===== src/rtl/line_irq_pkg.sv =====
package line_irq_pkg;
  // One-cycle strobes from the write decoder to the counter datapath.
  typedef struct packed {
    logic latchWr;
    logic reloadReq;
    logic enClr;
    logic enSet;
  } irqStrobes_t;
endpackage


===== src/rtl/line_irq_ctrl.sv =====
module line_irq_ctrl
  import line_irq_pkg::*;
(
  input  logic        wrEn,
  input  logic [2:0]  addrTop,
  input  logic        addrLsb,
  output irqStrobes_t stb
);
  logic latchPage;
  logic armPage;

  // 3'b110: reload-value page, 3'b111: arm/acknowledge page
  assign latchPage = wrEn && (addrTop == 3'b110);
  assign armPage   = wrEn && (addrTop == 3'b111);

  always_comb begin
    stb           = '0;
    stb.latchWr   = latchPage && !addrLsb;
    stb.reloadReq = latchPage &&  addrLsb;
    stb.enClr     = armPage   && !addrLsb;
    stb.enSet     = armPage   &&  addrLsb;
  end
endmodule


===== src/rtl/line_irq_dp.sv =====
module line_irq_dp
  import line_irq_pkg::*;
#(
  parameter int CNT_W      = 8,
  parameter bit STRICT_REV = 1'b0
) (
  input  logic             clk,
  input  logic             rstN,
  input  irqStrobes_t      stb,
  input  logic [CNT_W-1:0] wrData,
  input  logic             lineTick,
  output logic             irqOut,
  output logic [CNT_W-1:0] cntOut
);
  logic [CNT_W-1:0] cntQ;
  logic [CNT_W-1:0] latchQ;
  logic             relQ;
  logic             enQ;
  logic             irqQ;

  logic             relEff;
  logic             reloadNow;
  logic [CNT_W-1:0] cntNext;
  logic             hitZero;
  logic             fireNow;

  // a reload request in the same cycle as a tick is seen by that tick
  assign relEff    = relQ | stb.reloadReq;
  assign reloadNow = (cntQ == '0) || relEff;
  assign cntNext   = reloadNow ? latchQ : (cntQ - 1'b1);

  generate
    if (STRICT_REV) begin : g_strict
      assign hitZero = (cntNext == '0) && (cntQ != '0);
    end else begin : g_loose
      assign hitZero = (cntNext == '0);
    end
  endgenerate

  assign fireNow = lineTick && enQ && hitZero;

  always_ff @(posedge clk) begin
    if (!rstN) begin
      cntQ   <= '0;
      latchQ <= '0;
      relQ   <= 1'b0;
      enQ    <= 1'b0;
      irqQ   <= 1'b0;
    end else begin
      if (lineTick) begin
        cntQ <= cntNext;
        relQ <= 1'b0;
      end else if (stb.reloadReq) begin
        relQ <= 1'b1;
      end

      if (stb.latchWr) latchQ <= wrData;

      if (stb.enClr)      enQ <= 1'b0;
      else if (stb.enSet) enQ <= 1'b1;

      if (stb.enClr)      irqQ <= 1'b0;
      else if (fireNow)   irqQ <= 1'b1;
    end
  end

  assign irqOut = irqQ;
  assign cntOut = cntQ;
endmodule


===== src/rtl/line_irq_timer.sv =====
module line_irq_timer #(
  parameter int CNT_W      = 8,
  parameter int ADDR_W     = 16,
  parameter bit STRICT_REV = 1'b0
) (
  input  logic              clk,
  input  logic              rstN,
  input  logic              wrEn,
  input  logic [ADDR_W-1:0] wrAddr,
  input  logic [CNT_W-1:0]  wrData,
  input  logic              lineTick,
  output logic              irqOut
);
  localparam int TOP_LO = ADDR_W - 3;

  line_irq_pkg::irqStrobes_t stb;
  logic [CNT_W-1:0]          cntVal;
  logic                      unusedAddrBits;

  assign unusedAddrBits = ^wrAddr[TOP_LO-1:1];

  line_irq_ctrl u_ctrl (
    .wrEn    (wrEn),
    .addrTop (wrAddr[ADDR_W-1:TOP_LO]),
    .addrLsb (wrAddr[0]),
    .stb     (stb)
  );

  line_irq_dp #(
    .CNT_W      (CNT_W),
    .STRICT_REV (STRICT_REV)
  ) u_dp (
    .clk      (clk),
    .rstN     (rstN),
    .stb      (stb),
    .wrData   (wrData),
    .lineTick (lineTick),
    .irqOut   (irqOut),
    .cntOut   (cntVal)
  );
endmodule


===== config.mk =====
export PLATFORM = sky130hd
export DESIGN_NAME = line_irq_timer
export DESIGN_NICKNAME = d
export VERILOG_FILES = /design/src/rtl/line_irq_pkg.sv /design/src/rtl/line_irq_ctrl.sv /design/src/rtl/line_irq_dp.sv /design/src/rtl/line_irq_timer.sv
export SDC_FILE = /design/constraint.sdc
export NUM_CORES = 1
export LEC_CHECK = 0
export CAP_MARGIN = 20
export CORE_MARGIN = 2
export CORE_UTILIZATION = 28
export CTS_CLUSTER_SIZE = 24
export DETAILED_ROUTE_END_ITERATION = 12
export DONT_BUFFER_PORTS = 1
export SYNTH_ARGS = -nofsm -noshare
export SYNTH_HDL_FRONTEND = slang
export SYNTH_HIERARCHICAL = 1
export SYNTH_SLANG_ARGS = --single-unit

===== constraint.sdc =====
create_clock -name clk -period 3.27 [get_ports clk]
set_clock_uncertainty 0.2 [all_clocks]
set_input_delay 0.327 -clock clk [delete_from_list [all_inputs] [get_ports clk]]
set_output_delay 0.327 -clock clk [all_outputs]
set_load 0.01 [all_outputs]

==> summary.txt, run 1 <==
Clock tree
  – Clk root buf: clkbuf_8
  – Max Root-Sink Buffers: 2
  – CTS tree: done
  – CTS clk-pin slew, worst paths: 0.07 ns
  – Clk sinks: 19
  – Number of H-tree levels: 1
  – Num CTS Buffers: 3
  – CTS resizes: 0
  – Clk Latency, worst-skew pair: 0.25 ns

Timing
  – RSZ-0062 raised after global routing: no
  – Final setup viols: 0
  – Setup TNS: 0 ns
  – Slew headroom: 64.3%
  – Pins over their slew limit: 0
  – Max Fclk: 0.418 GHz
  – Final hold violations: 0
  – Fin worst setup slack: 0.875 ns
  – Worst slew pin tran: 0.536 ns
  – Crit share post-route: 73.2%
  – Fin crit period: 2.39 ns

Drt
  – Routed Antenna Nets: 0
  – WL final: 2090 µm
  – Drt wl/cell: 12.5 µm
  – Vias: 825
  – Via-per-instance ratio: 4.94
  – Pre-Repair DR Iteration Count: 4
  – Iteration-0 DRC Markers: 25
  – Drt drc: 0

Final layout
  – Fraction of layout cells with a size suffix above 1: 10.9%
  – Layout net count: 149
  – Layout Cells excl Fill: 167
  – FILL cells: 381
  – Diode count: 0
  – Layout Area Growth over Synthesis: 10.3%
  – Finished Cell Area: 1180 µm²

Worst setup path
  – Crit path required time: 3.22 ns
  – CP max FO: 11
  – Critical Path AT: 2.34 ns
  – Setup CP Type: reg -> reg
  – Crit. End Element: register
  – Startpoint Class: register

Logic synthesis
  – Yosys top cell area share: 35.7%
  – Netlist cell types: 38
  – Syn nets: 146
  – Top area cells in the synthesized netlist: dfxtp_1 (36%), mux2i_1 (9.4%), nor2b_1 (8.8%)
  – Asr flop ratio synth: 0%
  – Area leader, netlist: dfxtp_1
  – Syn Area/Cell: 9.11 µm²
  – Post-Syn Instances: 117
  – #FFs+latches synth: 19
  – Syn Std Cell Area: 1070 µm²
  – EDFF count, synth: 0
  – Register area share after synthesis: 35.7%
  – Top FF cell, synth: dfxtp_1
  – Yosys warnings: 6

Die
  – Initial Util: 29.1%
  – Die H: 65.7 µm
  – Chip width: 65.7 µm
  – Core area: 3660 µm²
  – Die outline area: 4320 µm²
  – # rows: 22
  – IO Pins: 29

Placed design
  – Cells after DPL: 160
  – Placed Area: 1100 µm²
  – IO buf count: 0
  – HPWL after DPL: 1490 µm
  – RePlAce Congestion: 0.815
  – Setup WS pre-CTS: 0.901 ns

Global routing
  – All-Layer GR Usage: 10.9%
  – Vias in the first global route: 800
  – First-pass GRT wire length: 3660 µm
  – Total grt overflow: 0
  – Initial antenna violation count: 0
  – Largest net degree at the start of global routing: 18

Status
  – Status: finished, final reports clean

Power
  – Power consumption: 1.07 mW
  – Pwr Density: 912 nW/µm²
  – Peak supply drop: 0.374 mV
  – Leakage: 0.402 nW

Flow run
  – Max-cap viol count: 0

Min path
  – Hold Crit Class: in -> reg
[worst paths after layout]
check,slack [ns],startpoint,endpoint,cells after the start
setup / recovery,0.88,u_dp/cntOut[0],u_dp/cntOut[3],7
hold / removal,0.004,rstN,u_dp/latchQ[1],1
setup reg to reg,0.88,u_dp/cntOut[0],u_dp/cntOut[3],7
hold reg to reg,0.29,u_dp/enQ,u_dp/enQ,1
[layout make-up]
cell class	instances	area (µm²)	area share, %
sequential	19	380	32.3
clock inverter	1	5.00	0.426
tap	48	60.1	5.11
multi-input combinational	86	629	53.5
clock buffer	3	41.3	3.51
timing repair buffer	4	37.5	3.19
inverter	6	22.5	1.91
[flip-flops by register name (all words and copies together), names as in the netlist]
signal       count
u_dp/cntOut      8
u_dp/latchQ      8
u_dp/enQ         1
u_dp/irqOut      1
u_dp/relQ        1
[where the power goes]
| group | switching [mW] | internal [mW] | total [mW] |
|---|---|---|---|
| Sequential | 0.0615 | 0.272 | 0.333 |
| Combinational | 0.286 | 0.292 | 0.578 |
| Clock | 0.0768 | 0.0845 | 0.161 |
[synth_stat cells, drive strengths merged, types with 2 or more instances]
library cell  instances
a211oi                2
or3                   2
or2                   2
a21oi                 4
mux2                  3
nor2b                15
a22oi                 3
dfxtp                19
nor3b                 3
a21boi                3
nand2                 3
nor2                  2
inv                   6
o21ai                 3
nand3                 4
xor2                  2
mux2i                10
o211ai                3
nor3                  5
nand2b                5
buf                   2
clkbuf                4
nor4                  3
[kinds of logic (layout without fill, tap and decap cells)]
kind of cell / after synthesis / after routing / synth area share (%)
flip-flops: 19 / 19 / 35.7
buffers and inverters: 12 / 14 / 5.28
AO/OA/AOI/OAI: 23 / 23 / 15.7
AND/OR/NAND/NOR: 47 / 47 / 27.6
multiplexers: 13 / 13 / 12.9
adder cells (fa/ha/maj): 1 / 1 / 1.17
XOR/XNOR: 2 / 2 / 1.64
[layer usage]
metal | track usage [%] | wire, µm | vias up
met1 | 14.4 | 1010 | 376
met3 | 2.23 | 127 | 2
met2 | 17.4 | 931 | 23
met4 | 3.91 | 19 | 0
met5 | 0 | 0 | -
li1 | - | - | 424
[what timing repair did]
| item | 4_1_cts | 5_1_grt |
|---|---|---|
| buffers inserted | 0 | 0 |
| endpoints found under the hold margin | 3 | 2 |
| setup endpoints to repair | 0 | 0 |
| hold buffers | 2 | 1 |
[per-stage QoR]
| step | hold WS (ns) | util, % |
|---|---|---|
| 6_report | 0.00365 | 32.1 |
| 5_1_grt | 0.00578 | 32.1 |
| 4_1_cts | 0.000426 | 31.9 |
| 3_5_place_dp | 0.209 | 30.0 |
| 3_3_place_gp | 0.205 | 30.0 |
| 2_1_floorplan | 0.241 | - |
[placed cells by master, fill, tap and decap left out, types with 2 or more instances in the layout]
cell | Yosys | routed
dlygate4sd3_1 | 0 | 3
dfxtp_1 | 19 | 19
o211ai_1 | 3 | 3
mux2i_1 | 10 | 10
inv_1 | 6 | 6
nor4_1 | 2 | 2
nand2b_1 | 5 | 5
nor2_1 | 2 | 2
nor3b_1 | 3 | 3
xor2_1 | 2 | 2
or2_2 | 2 | 2
a21boi_0 | 3 | 3
nand2_1 | 3 | 3
nor2b_1 | 15 | 15
a21oi_1 | 3 | 3
nand3_1 | 4 | 4
o21ai_0 | 3 | 3
or3_1 | 2 | 2
clkbuf_8 | 0 | 3
a22oi_1 | 3 | 3
nor3_1 | 5 | 5
[critical path: stages, from the launching register on]
cell,delay [ns]
dfxtp_1,0.41
inv_1,0.08
ha_1,0.30
nor3b_1,0.19
a21oi_2,0.45
mux2_1,0.38
a22oi_1,0.21
nor2b_1,0.07
(Power assumes the default switching activity.)
==> inputs of run 2 (changes only) <==
--- a/config.mk
+++ b/config.mk
@@ -5,6 +5,7 @@
 export SDC_FILE = /design/constraint.sdc
 export NUM_CORES = 1
 export LEC_CHECK = 0
+export ABC_AREA = 1
 export CAP_MARGIN = 20
 export CORE_MARGIN = 2
 export CORE_UTILIZATION = 28
==> constraint.sdc (replaced) <==
create_clock -name clk -period 2.46 [get_ports clk]
set_clock_uncertainty 0.2 [all_clocks]
set_input_delay 0.246 -clock clk [delete_from_list [all_inputs] [get_ports clk]]
set_output_delay 0.246 -clock clk [all_outputs]
set_load 0.01 [all_outputs]
==> run 2 against run 1 <==
  * Final area up 7.9%
  * Critical endpoint is now u_dp/cntOut[2]
  * Setup slack lost 0.66 ns
  * Largest power group unchanged
  * Power grew 62%
  * Flip-flop and latch count is the same
  * Sequential share of layout area shrank 2.4 points
  * Clock-buffer cell count grew 1
==> summary.txt, run 2 <==
Worst setup path
  – Reg-to-reg startpoint: u_dp/cntOut[0]
  – Crit path cell chain: inv_1, ha_1, inv_1, nor2_4, nand2_4, nand2_4, nand2_2, o21ai_2, a21oi_1, dlygate4sd3_1
  – CP Buf/Inv Count: 3
  – Crit. End Element: register
  – CP max FO: 7
  – Critical Path AT: 2.18 ns
  – Crit path required time: 2.40 ns
  – CP Depth: 10
  – Worst path top cell family by delay: buffers and inverters
  – Critical-path top delay cell: dlygate4sd3_1
  – CP startpoint: u_dp/cntOut[0]
  – Slowest Stage Delay on Critical Path: 0.55 ns
  – Reg2reg path depth: 10
  – Startpoint Class: register
  – Setup CP Type: reg -> reg

Global routing
  – All-Layer GR Usage: 10.9%
  – Vias in the first global route: 861
  – Initial antenna violation count: 0
  – First-pass GRT wire length: 3700 µm
  – Total grt overflow: 0
  – Largest net degree at the start of global routing: 12

Final layout
  – Multi-input gate area: 587 µm²
  – Most frequent cells in the layout: nand2_1 (35), dfxtp_1 (19), nor2_1 (18)
  – FILL cells: 399
  – Layout Area Growth over Synthesis: 20.0%
  – Commonest non-fill, non-tap cell in the layout: nand2_1
  – Sequential cell area: 380 µm²
  – Fraction of layout cells with a size suffix above 1: 14.7%
  – Layout net count: 193
  – Diode count: 0
  – Finished Cell Area: 1270 µm²

Placed design
  – Placed Area: 1110 µm²
  – RePlAce Congestion: 0.803
  – IO buf count: 0
  – HPWL after DPL: 1600 µm
  – Setup WS pre-CTS: 0.485 ns

Drt
  – Max Used Layer: met4
  – Pre-Repair DR Iteration Count: 4
  – WL met2: 978 µm
  – Iteration-0 DRC Markers: 16
  – Wl on met1: 1070 µm
  – Drt drc: 0
  – Metal3 WL: 38 µm
  – Vias: 896
  – Routed Antenna Nets: 0
  – Drt wl/cell: 10.0 µm
  – Via-per-instance ratio: 4.25
  – WL final: 2110 µm

Die
  – Chip width: 65.5 µm
  – Core area: 3630 µm²
  – Die H: 65.5 µm
  – # rows: 22
  – Initial Util: 29.1%
  – IO Pins: 29
  – Die outline area: 4280 µm²

Logic synthesis
  – Syn Std Cell Area: 1060 µm²
  – Asr flop ratio synth: 0%
  – Syn Area/Cell: 7.05 µm²
  – Top area cells in the synthesized netlist: dfxtp_1 (36%), nand2_1 (12%), nor2_1 (6.4%)
  – Yosys top cell area share: 36.0%
  – Syn nets: 179
  – EDFF count, synth: 0
  – Yosys warnings: 6
  – Most common cell in the synthesized netlist: nand2_1
  – #FFs+latches synth: 19
  – Register area share after synthesis: 36.0%
  – Area leader, netlist: dfxtp_1
  – Netlist cell types: 23
  – Post-Syn Instances: 150
  – Post-synth top cells: nand2_1 (35), dfxtp_1 (19), nor2_1 (18)
  – Top FF cell, synth: dfxtp_1

Min path
  – Hold Crit Class: in -> reg
  – Hold depth: 3
  – HP Start: rstN

Power
  – Leakage: 0.565 nW
  – Peak supply drop: 0.525 mV
  – Pwr Density: 1370 nW/µm²

Timing
  – Slew headroom: 62.3%
  – RSZ-0062 raised after global routing: no
  – Fin worst setup slack: 0.217 ns
  – Final setup viols: 0
  – Final hold violations: 0
  – Fin crit period: 2.24 ns
  – Setup TNS: 0 ns
  – Pins over their slew limit: 0
  – Max Fclk: 0.446 GHz
  – Crit share post-route: 91.2%
  – Worst slew pin tran: 0.561 ns

Clock tree
  – Clk Latency, worst-skew pair: 0.25 ns
  – Clk sinks: 19
  – Number of H-tree levels: 1
  – Num CTS Buffers: 3
  – CTS clk-pin slew, worst paths: 0.07 ns
  – Clk root buf: clkbuf_8
  – CTS resizes: 0
  – Max Root-Sink Buffers: 2
  – CTS tree: done

Flow run
  – Max-cap viol count: 0

Status
  – Status: finished, final reports clean
[run 2: final cells by class]
cell class                      instances  share of cell area, %
Tap cell                               48                   4.73
Timing Repair Buffer                   12                   9.27
Sequential cell                        19                   30.0
Inverter                               21                   6.21
Multi-Input combinational cell        107                   46.3
Clock buffer                            4                   3.55
[run 2: final timing paths]
| path | end | slack (ns) |
|---|---|---|
| hold reg to reg | u_dp/latchQ[7] | 0.26 |
| setup reg to reg | u_dp/cntOut[2] | 0.22 |
| setup / recovery | u_dp/cntOut[2] | 0.22 |
| hold / removal | u_dp/irqOut | 0.01 |
[run 2: repair_timing]
action / CTS / global route
hold endpoints to repair: 10 / 0
setup endpoints to repair: 0 / 0
buffers inserted: 0 / 0
hold buffers: 11 / 0
[run 2: tightest hold or removal path, stage by stage]
cell and delay (ns):
inv_1 0.04, or2_2 0.11, a21oi_2 0.03
[run 2: cells by family (layout without fill, tap and decap cells)]
logic type,count (synthesis),in the layout,share of synthesized area [%]
and+or+nand+nor,79,79,39.1
adders and majority gates,1,1,1.18
xor gates and xnor gates,2,2,1.66
DFF,19,19,36.0
buffers and inverters,24,37,8.52
AOI/OAI and AO/OA,25,25,13.6
[run 2: power breakdown]
group / switching, mW / total (mW) / internal, mW
Combinational: 0.682 / 1.10 / 0.413
Sequential: 0.0538 / 0.427 / 0.373
Clock: 0.0995 / 0.214 / 0.115
Total: 0.836 / 1.74 / 0.901
[run 2: routing by layer]
metal / track usage, % / up-vias
met1: 14.7 / 380
li1: - / 504
met3: 1.54 / 2
met5: 0 / -
met4: 3.91 / 0
met2: 17.7 / 10
[run 2: through the flow]
step / utilization, % / total power, mW / hold WS [ns] / std cells
floorplan: - / 1.34 / 0.140 / 150
global placement: 30.6 / 1.51 / 0.146 / 196
detailed placement: 30.6 / 1.51 / 0.149 / 196
CTS: 34.9 / 1.75 / 0.00931 / 211
global route: 34.9 / 1.93 / 0.0388 / 211
finish: 34.9 / 1.74 / 0.0141 / 211
==> inputs of run 3 (changes only) <==
--- a/config.mk
+++ b/config.mk
@@ -12,6 +12,7 @@
 export CTS_CLUSTER_SIZE = 24
 export DETAILED_ROUTE_END_ITERATION = 12
 export DONT_BUFFER_PORTS = 1
+export HOLD_SLACK_MARGIN = 0.03
 export SYNTH_ARGS = -nofsm -noshare
 export SYNTH_HDL_FRONTEND = slang
 export SYNTH_HIERARCHICAL = 1
==> run 3 against run 2 <==
  * Sequential power barely moved
  * Final area unchanged
  * First-iteration DRC count grew 13%
  * Register-to-register slack about the same
  * Sequential share of layout area stayed put
  * Flip-flop and latch count stayed put
  * Power barely moved
  * Fmax hardly changed
  * Largest power group unchanged
  * Highest routed layer unchanged
==> summary.txt, run 3 (synthesis gave the netlist of run 2 again) <==
Timing
  – Crit share post-route: 91.2%
  – Fin crit period: 2.24 ns
  – Final setup viols: 0
  – Setup TNS: 0 ns
  – Pins over their slew limit: 0
  – RSZ-0062 raised after global routing: no
  – Slew headroom: 62.3%
  – Worst slew pin tran: 0.561 ns
  – Max Fclk: 0.446 GHz
  – Final hold violations: 0

Die
  – Die outline area: 4280 µm²
  – # rows: 22
  – Initial Util: 29.1%
  – Core area: 3630 µm²
  – IO Pins: 29
  – Chip width: 65.5 µm
  – Die H: 65.5 µm

Clock tree
  – Setup Fix Bufs, Post-CTS: 0
  – Number of H-tree levels: 1
  – Clk root buf: clkbuf_8
  – CTS tree: done
  – CTS clk-pin slew, worst paths: 0.07 ns
  – Clk Latency, worst-skew pair: 0.25 ns
  – Num CTS Buffers: 3
  – Max Root-Sink Buffers: 2
  – Clk sinks: 19

Worst setup path
  – Critical-path top delay cell: dlygate4sd3_1
  – Startpoint Class: register
  – Slowest Stage Delay on Critical Path: 0.55 ns
  – CP max FO: 7
  – Critical Path AT: 2.18 ns
  – Crit path cell chain: inv_1, ha_1, inv_1, nor2_4, nand2_4, nand2_4, nand2_2, o21ai_2, a21oi_1, dlygate4sd3_1
  – Setup CP Type: reg -> reg
  – Crit. End Element: register
  – Crit path required time: 2.40 ns

Final layout
  – Fraction of layout cells with a size suffix above 1: 14.7%
  – Commonest non-fill, non-tap cell in the layout: nand2_1
  – Layout Area Growth over Synthesis: 20.0%
  – Diode count: 0
  – FILL cells: 399
  – Layout net count: 193
  – Most frequent cells in the layout: nand2_1 (35), dfxtp_1 (19), nor2_1 (18)
  – Layout Cells excl Fill: 211

Drt
  – Drt wl/cell: 9.97 µm
  – Routed Antenna Nets: 0
  – Via-per-instance ratio: 4.25
  – Pre-Repair DR Iteration Count: 4
  – Vias: 897
  – Iteration-0 DRC Markers: 18
  – Drt drc: 0
  – WL final: 2100 µm

Global routing
  – Initial antenna violation count: 0
  – Largest net degree at the start of global routing: 12
  – Vias in the first global route: 863
  – First-pass GRT wire length: 3710 µm
  – Total grt overflow: 0
  – All-Layer GR Usage: 10.9%

Power
  – Peak supply drop: 0.525 mV
  – Pwr Density: 1370 nW/µm²
  – Power consumption: 1.74 mW
  – Leakage: 0.565 nW

Status
  – Status: finished, final reports clean

Placed design
  – IO buf count: 0
  – Cells after DPL: 196
  – RePlAce Congestion: 0.803
  – HPWL after DPL: 1600 µm

Min path
  – Hold Crit Class: in -> reg

Flow run
  – Max-cap viol count: 0
[run 3: cell type report]
cell class	instances	area, µm²	area share, %
Tap cell	48	60.1	4.73
Inverter	21	78.8	6.21
Clock buffer	4	45.0	3.55
Multi-Input combinational cell	107	587	46.3
Sequential cell	19	380	30.0
Timing Repair Buffer	12	118	9.27
[run 3: layer usage]
layer / track usage (%) / share of wire [%]
met4: 3.91 / 0.86
met3: 1.54 / 1.8
met2: 17.9 / 46
met5: 0 / 0
met1: 14.7 / 51
[run 3: report_power, final]
| part | switching, mW | leakage [nW] | internal (mW) | total [mW] |
|---|---|---|---|---|
| registers | 0.0538 | 0.155 | 0.373 | 0.427 |
| logic | 0.682 | 0.388 | 0.413 | 1.10 |
| clock network | 0.0995 | 0.0228 | 0.115 | 0.214 |
| total | 0.836 | 0.565 | 0.901 | 1.74 |
[run 3: timing repair]
action	4_1_cts	5_1_grt
resized for setup	0	0
hold endpoints to repair	12	0
hold buffers	11	0
endpoints found under the setup margin	0	0
[run 3: path summary, 6_finish.rpt]
path,start,endpoint,slack [ns],depth (start not counted)
setup reg to reg,u_dp/cntOut[0],u_dp/cntOut[2],0.22,10
hold / removal,wrAddr[0],u_dp/enQ,0.06,4
setup / recovery,u_dp/cntOut[0],u_dp/cntOut[2],0.22,10
hold reg to reg,u_dp/latchQ[7],u_dp/latchQ[7],0.26,2
[run 3: worst max-delay path: cells and delay by family, from the launching register on]
family	cells	cell delay, ns
AO/OA/AOI/OAI	2	0.13
adder cells (fa/ha/maj)	1	0.33
flip-flops	1	0.31
buffers and inverters	3	0.79
AND/OR/NAND/NOR	4	0.34
[run 3: through the flow]
stage / worst slack, ns / util, % / cell area, µm² / hold slack, ns
final: 0.218 / 34.9 / 1270 / 0.0624
after CTS: 0.215 / 34.9 / 1270 / 0.0588
after global placement: 0.503 / 30.6 / 1110 / 0.146
after floorplan: 0.751 / - / 1060 / 0.140
after detailed placement: 0.485 / 30.6 / 1110 / 0.149
after global routing: 0.0304 / 34.9 / 1270 / 0.0803
